### config.mk
export PLATFORM = sky130hd
export DESIGN_NAME = prbs_scrambler
export DESIGN_NICKNAME = d
export VERILOG_FILES = /design/src/rtl/prbs_scrambler.sv
export SDC_FILE = /design/constraint.sdc
export NUM_CORES = 1
export LEC_CHECK = 0
export ABC_AREA = 1
export ABC_CLOCK_PERIOD_IN_PS = 2800
export BUFFER_PORTS_ARGS = -buffer_cell sky130_fd_sc_hd__buf_2
export CAP_MARGIN = 20
export CORE_MARGIN = 2
export CORE_UTILIZATION = 50
export CTS_CLUSTER_SIZE = 8
export DETAILED_ROUTE_END_ITERATION = 16
export PLACE_DENSITY = 0.79
export SLEW_MARGIN = 15
export SYNTH_ARGS = -nofsm -noshare
export SYNTH_HDL_FRONTEND = slang
export SYNTH_SLANG_ARGS = --single-unit
### constraint.sdc
create_clock -name clk -period 2.8 [get_ports clk]
set_clock_uncertainty 0.05 [all_clocks]
set_input_delay 0.14 -clock clk [delete_from_list [all_inputs] [get_ports clk]]
set_output_delay 0.14 -clock clk [all_outputs]
set_load 0.02 [all_outputs]
### src/rtl/prbs_scrambler.sv
module prbs_scrambler (
  input  logic        clk,
  input  logic        rst,
  input  logic [2:0]  pat_sel,
  input  logic        seed_load,
  input  logic [30:0] seed,
  input  logic        din_valid,
  input  logic        din,
  input  logic        descr_mode,
  output logic        dout_valid,
  output logic        dout,
  output logic        dout_descr,
  output logic [30:0] gen_state
);

  localparam int NPAT = 5;
  localparam int SW   = 31;
  localparam int ORD [NPAT] = '{7, 10, 15, 23, 31};
  localparam int TAP [NPAT] = '{6, 7, 14, 18, 28};

  logic [2:0]    cur_sel;
  logic [SW-1:0] st;
  logic [NPAT-1:0] fb_all;
  logic [SW-1:0] mask_all [NPAT];

  for (genvar g = 0; g < NPAT; g++) begin : g_pat
    assign fb_all[g]   = st[ORD[g]-1] ^ st[TAP[g]-1];
    assign mask_all[g] = SW'((64'd1 << ORD[g]) - 64'd1);
  end

  logic          load_ok;
  logic [2:0]    ld_idx;
  logic [SW-1:0] seed_m, seed_fix, next_st;
  logic          gen_bit;

  assign load_ok  = seed_load && (pat_sel < 3'(NPAT));
  assign ld_idx   = load_ok ? pat_sel : 3'd0;
  assign seed_m   = seed & mask_all[ld_idx];
  assign seed_fix = (seed_m == '0) ? mask_all[ld_idx] : seed_m;
  assign gen_bit  = fb_all[cur_sel];
  assign next_st  = ((st << 1) | SW'(gen_bit)) & mask_all[cur_sel];
  assign gen_state = st;

  always_ff @(posedge clk) begin
    if (rst) begin
      st         <= mask_all[0];
      cur_sel    <= 3'd0;
      dout_valid <= 1'b0;
      dout       <= 1'b0;
      dout_descr <= 1'b0;
    end else begin
      dout_valid <= din_valid & ~load_ok;
      if (load_ok) begin
        st      <= seed_fix;
        cur_sel <= pat_sel;
      end else if (din_valid) begin
        st         <= next_st;
        dout       <= din ^ gen_bit;
        dout_descr <= descr_mode;
      end
    end
  end

  p_valid_follows_r2: assert property (@(posedge clk) disable iff (rst)
    (din_valid && !load_ok) |=> dout_valid);

  p_idle_hold_r3: assert property (@(posedge clk) disable iff (rst)
    (!din_valid && !seed_load) |=> ($stable(gen_state) && !dout_valid));

  p_upper_zero_r4: assert property (@(posedge clk) disable iff (rst)
    (gen_state & ~mask_all[cur_sel]) == '0);

  p_never_zero_r5: assert property (@(posedge clk) disable iff (rst)
    gen_state != '0);

  p_sel_hold_r6: assert property (@(posedge clk) disable iff (rst)
    !seed_load |=> $stable(cur_sel));

  p_bad_code_r7: assert property (@(posedge clk) disable iff (rst)
    (seed_load && pat_sel >= 3'(NPAT) && !din_valid) |=> ($stable(gen_state) && $stable(cur_sel)));

  p_load_gap_r8: assert property (@(posedge clk) disable iff (rst)
    load_ok |=> !dout_valid);

endmodule

**Word level (Yosys, flattened, before mapping)**

Memories as Yosys holds them, arrays and structs flattened.
Index checks and enable logic that the tools add are counted.

- Flip-flop bits (word level): 37
- Bits in read-only memories: 496
- Input port bits: 40
- Output and inout bits: 34
- Word-level logic and storage cells: 38
- Memories: 2

Memory list:

| memory | depth | bits a word | read ports | clocked after memory_dff | wr ports | line | text |
|---|---|---|---|---|---|---|---|
| (no name shown) | 8 | 31 | 1 | 0 | 0 | 41 | `assign next_st = ((st << 1) \| SW'(gen_bit)) & mask_all[cur_sel];` |
| (no name shown) | 8 | 31 | 1 | 0 | 0 | 39 | `assign seed_fix = (seed_m == '0) ? mask_all[ld_idx] : seed_m;` |

- Order comparisons: 4
- Multiplexer cells: 10
- Bitwise operators: 13
- Reductions and logical operators: 4

Operators with widths:

| kind | count |
|---|---|
| 31-bit 2-to-1 mux | 7 |
| 31-bit AND | 2 |
| 31-bit logical NOT | 1 |
| 31-bit by 1-bit bitwise OR with 31-bit output | 1 |
| 4-bit >= comparator, second input constant | 2 |
| 3-bit inverter with 4-bit output | 2 |
| 1-bit XOR | 6 |
| 3-bit by 4-bit less-than comparator with 1-bit output, second input constant | 1 |
| 1-bit binary-select mux with 3-bit select | 1 |
| 3-bit less-than comparator, second input constant | 1 |
| 3-bit 2-to-1 mux | 1 |
| 2-bit AND reduction | 1 |
| 2-bit nonzero test | 1 |
| 1-bit AND | 1 |
| 1-bit logical AND | 1 |
| 1-bit 2-to-1 mux | 1 |
| 1-bit inverter | 1 |

**Logic depth before layout (Yosys ltp)**

Gate-level depths: netlist of the first run.

- Depth after elaboration: 11
- Gate-level depth with buffers: 12
- Depth with buffers taken out: 12

**Worst setup path after synthesis of the first run**

OpenSTA, ideal clock, no wires.

- Path kind: flip-flop to flip-flop
- From: reg st[27], in the netlist gen_state[27]
- To: reg dout
- Arrival time: 1.232 ns
- Path slack: 1.391 ns
- Stages on the path, launching flop included: 9
- Buffers on the path: 0
- Clock period less this slack: 1.409 ns
- Cells stage by stage: dfxtp_1 o21ai_0 a21o_1 a21oi_1 o21ai_0 a21oi_1 nand2_1 o21ai_0 nor2_1

- Longest elaborated chain between the ends: 4

RTL lines:

| what | line | text |
|---|---|---|
| start, declared | 22 | `logic [SW-1:0] st;` |
| start signal, assigned | 46 | `st <= mask_all[0];` |
| start signal, assigned | 54 | `st <= seed_fix;` |
| start signal, assigned | 57 | `st <= next_st;` |
| 1-bit XOR | 27 | `assign fb_all[g] = st[ORD[g]-1] ^ st[TAP[g]-1];` |
| 1-bit binary-select mux with 3-bit select | 40 | `assign gen_bit = fb_all[cur_sel];` |
| 1-bit 2-to-1 mux (implied by the code) | 40 |  |
| 1-bit XOR | 58 | `dout <= din ^ gen_bit;` |
| end signal, assigned | 58 |  |
| end, declared | 11 | `output logic dout,` |

Every way passes these cells. The select of a mux whose other input is x is not followed.
A chain may end at the register's enable or synchronous reset.

**Final worst setup path of the first run**

- From: reg cur_sel[0]
- To: reg st[22], in the netlist gen_state[22]

- Longest elaborated chain between the ends: 7

RTL lines:

| what | line | text |
|---|---|---|
| start, declared | 21 | `logic [2:0] cur_sel;` |
| start signal, assigned | 55 | `cur_sel <= pat_sel;` |
| 3-bit inverter with 4-bit output (implied by the code) | 41 |  |
| memory read 8 x 31 bit | -- |  |
| 31-bit 2-to-1 mux (implied by the code) (2 in a row) | 41 |  |
| 31-bit AND | 41 |  |
| 31-bit 2-to-1 mux | 56 | `end else if (din_valid) begin` |
| 31-bit 2-to-1 mux | 53 | `if (load_ok) begin` |

Every way passes these cells. The select of a mux whose other input is x is not followed.

==> results of run 1 <==
## power groups by stage
stage                     Sequential (uW)  Clock (uW)  Combinational [uW]
final                                 582         349                 275
after global routing                  585         373                 303
after CTS                             581         355                 274
after detailed placement              592           0                 273
after global placement                593           0                 268
after floorplan                       622           0                 151
## final timing paths
path,to,slack [ns]
worst min-delay path,dout_descr,0.07
worst min register to register,dout_descr,0.44
worst max-delay path,gen_state[22],1.06
worst max register to register,gen_state[22],1.06
## stage by stage
step / instances / setup slack [ns] / instance area [sq um] / utilization
6_report: 444 / 1.057 / 2685 / 0.6209
4_1_cts: 444 / 1.104 / 2685 / 0.6209
3_3_place_gp: 438 / 0.9997 / 2611 / 0.6039
3_5_place_dp: 438 / 0.9287 / 2611 / 0.6039
5_1_grt: 444 / 0.9362 / 2685 / 0.6209
2_1_floorplan: 321 / 1.391 / 2233 / -
## cells by family after synthesis
kind of cell              after synthesis
xor gates and xnor gates                1
buffers and inverters                  71
AOI/OAI and AO/OA                      67
DFF                                    37
and+or+nand+nor                       145
## synthesized netlist by cell type, drive strengths merged, types with 2 or more instances
master	n
nand4	6
dfxtp	37
buf	7
o21ai	30
o31ai	2
clkbuf	3
nor2	14
nand3	31
a21oi	17
a221oi	13
inv	60
o32ai	3
nand2	94
## sequential cells by signal, summed over array words and instances, names as in the netlist
| register | flops |
|---|---|
| dout_descr | 1 |
| dout | 1 |
| cur_sel | 3 |
| dout_valid | 1 |
| gen_state | 31 |
## area by class of cell
cell class / count / area (sq um)
Sequential cell: 37 / 740.7
Multi-Input combinational cell: 213 / 1196
Timing Repair Buffer: 75 / 380.4
Clock inverter: 1 / 5.005
Inverter: 61 / 229.0
Clock buffer: 5 / 68.82
Tap cell: 52 / 65.06
Fill cell: 429 / 1639
## layer usage
metal  part of all wire  track usage  routed length (um)
met5                  0            0                   0
met4              0.011      0.07966                  63
met3              0.098      0.05983                 574
met2               0.45       0.3666                2631
met1               0.44       0.3265                2579
## layout by cell type, fill, tap and decap left out, types with 3 or more instances in the layout
master and instances:
o21ai_1 4, o21ai_0 25, clkbuf_8 5, nand4_4 3, a21oi_1 17, o32ai_1 3, nand2_2 6, a221oi_1 13
nor2_8 3, buf_2 73, dfxtp_1 37, inv_1 59, nand3_4 3, nand2_1 87, nand3_1 25, nor2_1 9
nand3_2 3
## worst min-delay path, delay by kind of cell
family                 cells  cell delay, ns
AO/OA/AOI/OAI              1            0.08
buffers and inverters      1            0.07
AND/OR/NAND/NOR            1            0.08
==> impl_metrics.yaml, run 1 <==
run_status:
  status: "completed"
floorplan:
  core_area_sq_um: 4324
  rows: 24
  die_y_um: 70.84
  fp.dieW_um: 70.84
  die_area_sq_um: 5018
  ios: 74
  start_util: 0.5165
synthesis:
  yosysTopAreaCell: "dfxtp_1"
  synth.area.top_cells: "dfxtp_1, nand2_1, inv_1, nand3_1, o21ai_0"
  synth_top_cell_area_share: 0.3317
  synth_seq_area_share: 0.3317
  ys_ff_latch: 37
  yosys_warnings: 0
  async_flop_share: 0
  yosys.cell_types.count: 30
  synth_edf_count: 0
  synth_area_per_cell_sq_um: 6.958
  synth_top_family_by_area: "simple AND/OR/NAND/NOR gates"
  synth_compound_area_frac: 0.1832
  synthesis.nets: 361
  synth-xor-area-share: 0.003922
  synth_fa_ha_area_frac: 0
  synth-simple-area-share: 0.3485
  synthMuxAreaShare: 0
  postSynthCellCount: 321
  ys.flop_type: "dfxtp_1"
  syn_area_sq_um: 2233
clock_network:
  clkLatencyLatePin_ns: 0.29
  cts_tree: "built"
  numCtsBuffers: 5
  cts_max_level: 2
  postCtsSetupRepairBufs: 0
  clockRootBuffer: "clkbuf_8"
  cts_buffer_depth: 2
  clk_pin_slew_ns: 0.07
  cts_sinks: 37
  cts_resized: 0
  cts_hold_buf: 0
routing:
  wire_per_inst_um: 13.17
  wl_um: 5847
  antenna_left: 0
  drc: 0
  num_vias: 2352
  drt_iter0_markers: 164
  avgViaCountPerCell: 5.297
  drtPass1Iterations: 5
global_route:
  overflow: 0
  grt_max_degree: 27
  grt_pass1_vias: 2109
  grtUsageTotal: 0.2378
  antenna_found_initial: 0
  grt_pass1_wl_um: 9570
power:
  p_leak_uw: 0.001441
  total_power_uw: 1206
  clkPwrFrac: 0.290
  swShare: 0.3235
  ir_worst_vdd_mv: 0.2044
  p_int_uw: 815.8
  pwr-share-comb: 0.228
  power_switching_uw: 390.1
  p_seq_frac: 0.482
  p_per_area_nw_per_um2: 449.1
critical_path:
  cp.depth: 8
  crit_fanout: 8
  cp.buffers_inverters: 3
  r2r-start: "cur_sel[0]"
  path_class: "flip-flop to flip-flop"
  end_kind: "flip-flop"
  startpoint: "cur_sel[0]"
  critPathRequiredTime_ns: 2.99
  path_cells: "inv_1 > a21oi_1 > nand3_1 > o21ai_0 > inv_1 > nand3_1 > nand2_1 > inv_1"
  cpMaxStageDelayCell: "a21oi_1"
  cp_top_family: "compound AO/OA/AOI/OAI gates"
  arrival_ns: 1.93
  cp_common_cell: "inv_1"
  start_kind: "flip-flop"
  ff2ff_path_depth: 8
  crit_path_max_incr_delay_ns: 0.53
sta:
  rsz0062_at_grt: "no"
  period_needed_ns: 1.743
  post-route-period-util: 0.6224
  setup_viol: 0
  max_freq_ghz: 0.5738
  finalSetupTns_ns: 0
  whs_ns: 0.06662
  tightest_slew_ns: 0.8135
  hold_viol: 0
  report.final.slew_viol_count: 0
  max-slew-margin-rel: 0.4571
worst_hold_path:
  hold_path.class: "primary input to flip-flop"
  hold_depth: 3
  min_from: "descr_mode"
placement:
  numPortBuffers: 73
  gp_congestion: 0.8165
  hpwl_um: 4298
cells_and_area:
  n_antenna_cell: 0
  final_nets: 433
  synthToLayoutAreaGrowth_pct: 20.22
  drive_gt1_frac: 0.2679
job:
  drv_cap: 0
Power figures use the tool's default switching activity.
==> inputs of run 2 (changes only) <==
ABC_AREA = 0   (was 1)
ABC_CLOCK_PERIOD_IN_PS = 1600   (was 2800)
CORE_UTILIZATION = 45   (was 50)
PLACE_DENSITY = 0.76   (was 0.79)
clock period = 1.6 ns   (was 2.8 ns; I/O delays follow)
==> impl_metrics.yaml, run 2 <==
floorplan:
  ios: 74
  die_area_sq_um: 5387
  die_y_um: 73.40
  fp.dieW_um: 73.40
  start_util: 0.4619
  core_area_sq_um: 4692
  rows: 25
cells_and_area:
  drive_gt1_frac: 0.3858
  seq_area_sq_um: 743.2
  synthToLayoutAreaGrowth_pct: 39.84
  n_antenna_cell: 0
  fin_cells: 448
  fillers: 402
  multi_input_area_sq_um: 1315
  final_nets: 433
  stdcell_area_sq_um: 3030
  largest_register_ffs: 31
  post-route-util: 0.6459
  final_common_cell: "buf_2"
  final_cell_mix: "buf_2, buf_4, nor2_1"
run_status:
  status: "finished with violations"
  failed_checks: "setup timing"
routing:
  wl_um: 6152
  drtPass1Iterations: 4
  num_vias: 2439
  antenna_left: 0
  wire_per_inst_um: 13.73
  drt_iter0_markers: 173
  drc: 0
  avgViaCountPerCell: 5.444
global_route:
  grtUsageTotal: 0.2378
  antenna_found_initial: 0
  grt_pass1_vias: 2233
  grt_max_degree: 24
  grt_pass1_wl_um: 10020
  overflow: 0
power:
  p_leak_uw: 0.001263
  power_switching_uw: 682.7
  clkPwrFrac: 0.325
  ir_worst_vdd_mv: 0.5588
  swShare: 0.2988
  pwr-share-comb: 0.235
  p_per_area_nw_per_um2: 754.1
  p_int_uw: 1603
  p_seq_frac: 0.439
synthesis:
  synth_most_common_cell: "nor2_1"
  ys_top_cells_by_count: "nor2_1, dfxtp_1, a21oi_1, nand2_1, clkbuf_1"
  yosys.cell_types.count: 39
  synth_top_cell_area_share: 0.3418
  synthesis.nets: 324
  synth_seq_area_share: 0.3418
  yosys_warnings: 0
  ys_ff_latch: 37
  ys.flop_type: "dfxtp_1"
  async_flop_share: 0
  synth.area.top_cells: "dfxtp_1, nor2_1, a21oi_1, a211oi_2, nand2_1"
  synth_edf_count: 0
  synth_area_per_cell_sq_um: 7.631
  postSynthCellCount: 284
  syn_area_sq_um: 2167
  yosysTopAreaCell: "dfxtp_1"
worst_hold_path:
  hold_depth: 3
  min_from: "seed[3]"
  hold_path.class: "primary input to flip-flop"
sta:
  setup_viol: 2
  tightest_slew_ns: 0.4664
  report.final.slew_viol_count: 0
  setup_ws_ns: -0.009607
  max-slew-margin-rel: 0.6887
  whs_ns: 0.005890
  max_freq_ghz: 0.6213
  hold_viol: 0
  rsz0062_at_grt: "yes"
  post-route-period-util: 1.006
  period_needed_ns: 1.610
critical_path:
  r2r-start: "cur_sel[0]"
  rrSetupSlack_ns: 0.06
  startpoint: "pat_sel[2]"
  ff2ff_path_depth: 5
  crit_fanout: 7
  critPathRequiredTime_ns: 1.77
  start_kind: "primary input"
  arrival_ns: 1.78
  path_class: "primary input to flip-flop"
  end_kind: "flip-flop"
placement:
  gp_congestion: 0.8214
  pre_cts_ws_ns: -0.4249
  numPortBuffers: 73
  place_area_sq_um: 2883
  dp_cells: 439
  hpwl_um: 4512
clock_network:
  cts_max_level: 2
  clk_pin_slew_ns: 0.08
  postCtsSetupRepairBufs: 0
  numCtsBuffers: 5
  cts_sinks: 37
  clkLatencyLatePin_ns: 0.30
  cts_tree: "built"
  clockRootBuffer: "clkbuf_8"
  cts_buffer_depth: 2
job:
  drv_cap: 0
## run 2: cell types whose count changed after synthesis, moves of 9 or more
| cell | delta |
|---|---|
| nand2_1 | -57 |
| inv_1 | -46 |
| nor2_1 | +33 |
| o21ai_0 | -19 |
| a21oi_1 | +13 |
| nand2b_1 | +13 |
| nand3_1 | -12 |
| a211oi_2 | +11 |
| a221oi_1 | -11 |
| clkbuf_1 | +11 |
| nor2b_1 | +9 |
## run 2: path summary, 6_finish.rpt
| check | end |
|---|---|
| hold / removal | gen_state[3] |
| setup / recovery | gen_state[8] |
| hold reg to reg | dout_descr |
| setup reg to reg | dout |
## run 2: final cells by class
| type | count | area share |
|---|---|---|
| multi-input combinational | 215 | 0.4339 |
| clock inverter | 1 | 0.001652 |
| tap | 54 | 0.02230 |
| inverter | 13 | 0.01610 |
| sequential | 37 | 0.2453 |
| clock buffer | 7 | 0.03179 |
| timing repair buffer | 121 | 0.2490 |
## run 2: worst max-delay path: stages
cell and delay [ns]:
buf_6 0.09, or3_1 0.36, and3_4 0.19, a22o_1 0.20, or4_4 0.48, buf_4 0.20
a211oi_2 0.18
## run 2: timing repair
| action | 4_1_cts | 5_1_grt |
|---|---|---|
| pin swaps | 0 | 4 |
| hold endpoints to repair | 1 | 0 |
| gates resized for setup | 4 | 7 |
| setup endpoints to repair | 32 | 29 |
| hold buffers | 1 | 0 |
## run 2: metal layers
metal	global-route usage	share of wire	vias to the layer above
met3	0.05624	0.056	7
met2	0.3884	0.47	73
met4	0.06263	0.012	0
met1	0.3158	0.46	1128
li1	-	-	1231
met5	0	0	-
## run 2: power groups by stage
stage / sequential [uW] / combinational [uW] / clock, uW
after floorplan: 1070 / 233 / 0
after global placement: 1020 / 512 / 0
after detailed placement: 1020 / 521 / 0
after global routing: 1010 / 586 / 798
final: 1000 / 538 / 743
after CTS: 1000 / 530 / 751
## run 2: kinds of logic after synthesis
group           synth area share
simple gates              0.2650
flops                     0.3418
buf+inv                  0.06062
mux                     0.009238
compound gates            0.3031
xor+xnor                 0.02021
## run 2: metrics by stage
step	setup TNS (ns)	power, uW
after floorplan	-4.690	1307
after global placement	-10.30	1535
after detailed placement	-11.34	1544
after CTS	-0.2838	2283
after global routing	-0.6745	2394
final	-0.01589	2285
==> inputs of run 3 (changes only) <==
CELL_PAD_IN_SITES_DETAIL_PLACEMENT = 2   (was default)
CELL_PAD_IN_SITES_GLOBAL_PLACEMENT = 2   (was default)
CORE_UTILIZATION = 25   (was 45)
PLACE_DENSITY = default   (was 0.76)
PLACE_DENSITY_LB_ADDON = 0.1   (was default)
==> impl_metrics.yaml, run 3 (same netlist as run 2, synthesis figures left out) <==
critical_path:
  end_kind: "flip-flop"
  path_class: "primary input to flip-flop"
  startpoint: "pat_sel[2]"
  r2r-start: "cur_sel[2]"
  critPathRequiredTime_ns: 1.76
  arrival_ns: 1.79
  crit_fanout: 7
  start_kind: "primary input"
job:
  drv_cap: 0
routing:
  wire_per_inst_um: 17.00
  avgViaCountPerCell: 4.968
  wl_um: 8618
  drc: 0
  drtPass1Iterations: 4
  num_vias: 2519
  drt_iter0_markers: 57
  antenna_left: 0
sta:
  hold_viol: 0
  period_needed_ns: 1.633
  tightest_slew_ns: 0.4537
  finalSetupTns_ns: -0.09552
  max_freq_ghz: 0.6124
  post-route-period-util: 1.021
  max-slew-margin-rel: 0.6972
  rsz0062_at_grt: "yes"
  setup_ws_ns: -0.03299
  report.final.slew_viol_count: 0
  setup_viol: 6
cells_and_area:
  synthToLayoutAreaGrowth_pct: 47.63
  n_antenna_cell: 0
  final_cell_mix: "buf_2, buf_4, nor2_1"
  stdcell_area_sq_um: 3199
  drive_gt1_frac: 0.4129
  fin_cells: 507
  final_common_cell: "buf_2"
  final_nets: 441
  largest_register_ffs: 31
clock_network:
  cts_buffer_depth: 2
  clockRootBuffer: "clkbuf_8"
  numCtsBuffers: 5
  clkLatencyLatePin_ns: 0.29
  cts_tree: "built"
  clk_pin_slew_ns: 0.08
  cts_sinks: 37
  cts_max_level: 2
power:
  ir_worst_vdd_mv: 0.2412
  p_leak_uw: 0.001314
  p_per_area_nw_per_um2: 733.8
global_route:
  grt_max_degree: 26
  overflow: 0
  grt_pass1_vias: 2752
  antenna_found_initial: 0
  grtUsageTotal: 0.1844
  grt_pass1_wl_um: 14200
floorplan:
  die_area_sq_um: 9429
  start_util: 0.2611
  rows: 33
  ios: 74
  core_area_sq_um: 8299
  fp.dieW_um: 97.11
  die_y_um: 97.11
placement:
  gp_congestion: 0.7666
  numPortBuffers: 73
  hpwl_um: 6579
  dp_cells: 497
  place_area_sq_um: 2999
run_status:
  failed_checks: "setup timing"
  status: "finished with violations"
worst_hold_path:
  min_from: "seed[1]"
  hold_path.class: "primary input to flip-flop"
run 3: cell types whose count changed in the layout (fill, tap and decap cells not counted), sizes merged:
cell | before | now
buf | 120 | 128
run 3: where the power goes:
part / switching [uW] / internal (uW) / leakage [uW]
clock: 369 / 390 / 0.0000542
sequential: 36.8 / 968 / 0.000305
combinational: 323 / 260 / 0.000955
run 3: worst paths after layout:
kind,endpoint,slack [ns],depth (start not counted)
max,gen_state[12],-0.03,7
min,gen_state[1],0.02,3
max reg2reg,gen_state[28],0.05,5
min reg2reg,dout_descr,0.41,2
run 3: area by class of cell:
type	instances	area, sq um
fillers	1020	5100
flip-flops and latches	37	745.7
inverters	13	48.80
well taps	105	131.4
repair buffers	129	825.8
multi-input cells	215	1346
clock buffers	7	96.34
clock inverters	1	5.005
run 3: what timing repair did:
| action | in CTS | in global routing |
|---|---|---|
| buffers inserted | 1 | 0 |
| pin swaps | 6 | 4 |
| setup endpoints to repair | 32 | 31 |
| hold buffers | 1 | 0 |
| hold endpoints to repair | 1 | 0 |
| gates resized for setup | 11 | 10 |
run 3: worst max-delay path, cell delays in order:
cell and delay, ns:
buf_6 0.09, or3_1 0.37, and3_4 0.19, a22o_1 0.21, or4_4 0.47, buf_8 0.17
a221oi_2 0.21
run 3: layer usage:
| layer | vias to the layer above | GRT usage | part of all wire |
|---|---|---|---|
| met5 | - | 0 | 0 |
| met3 | 5 | 0.02662 | 0.031 |
| li1 | 1241 | - | - |
| met1 | 1230 | 0.2539 | 0.48 |
| met2 | 43 | 0.3120 | 0.48 |
| met4 | 0 | 0.02925 | 0.0042 |
run 3: through the flow:
| stage | power [uW] | hold WS (ns) | setup slack [ns] | utilization |
|---|---|---|---|---|
| 2_1_floorplan | 1307 | 0.1660 | -0.1907 | - |
| 3_5_place_dp | 1592 | 0.3039 | -0.4417 | 0.3614 |
| 3_3_place_gp | 1578 | 0.2887 | -0.3616 | 0.3614 |
| 5_1_grt | 2485 | 0.04517 | -0.07239 | 0.3855 |
| 6_report | 2348 | 0.01719 | -0.03299 | 0.3855 |
| 4_1_cts | 2384 | 0.006047 | -0.02946 | 0.3814 |
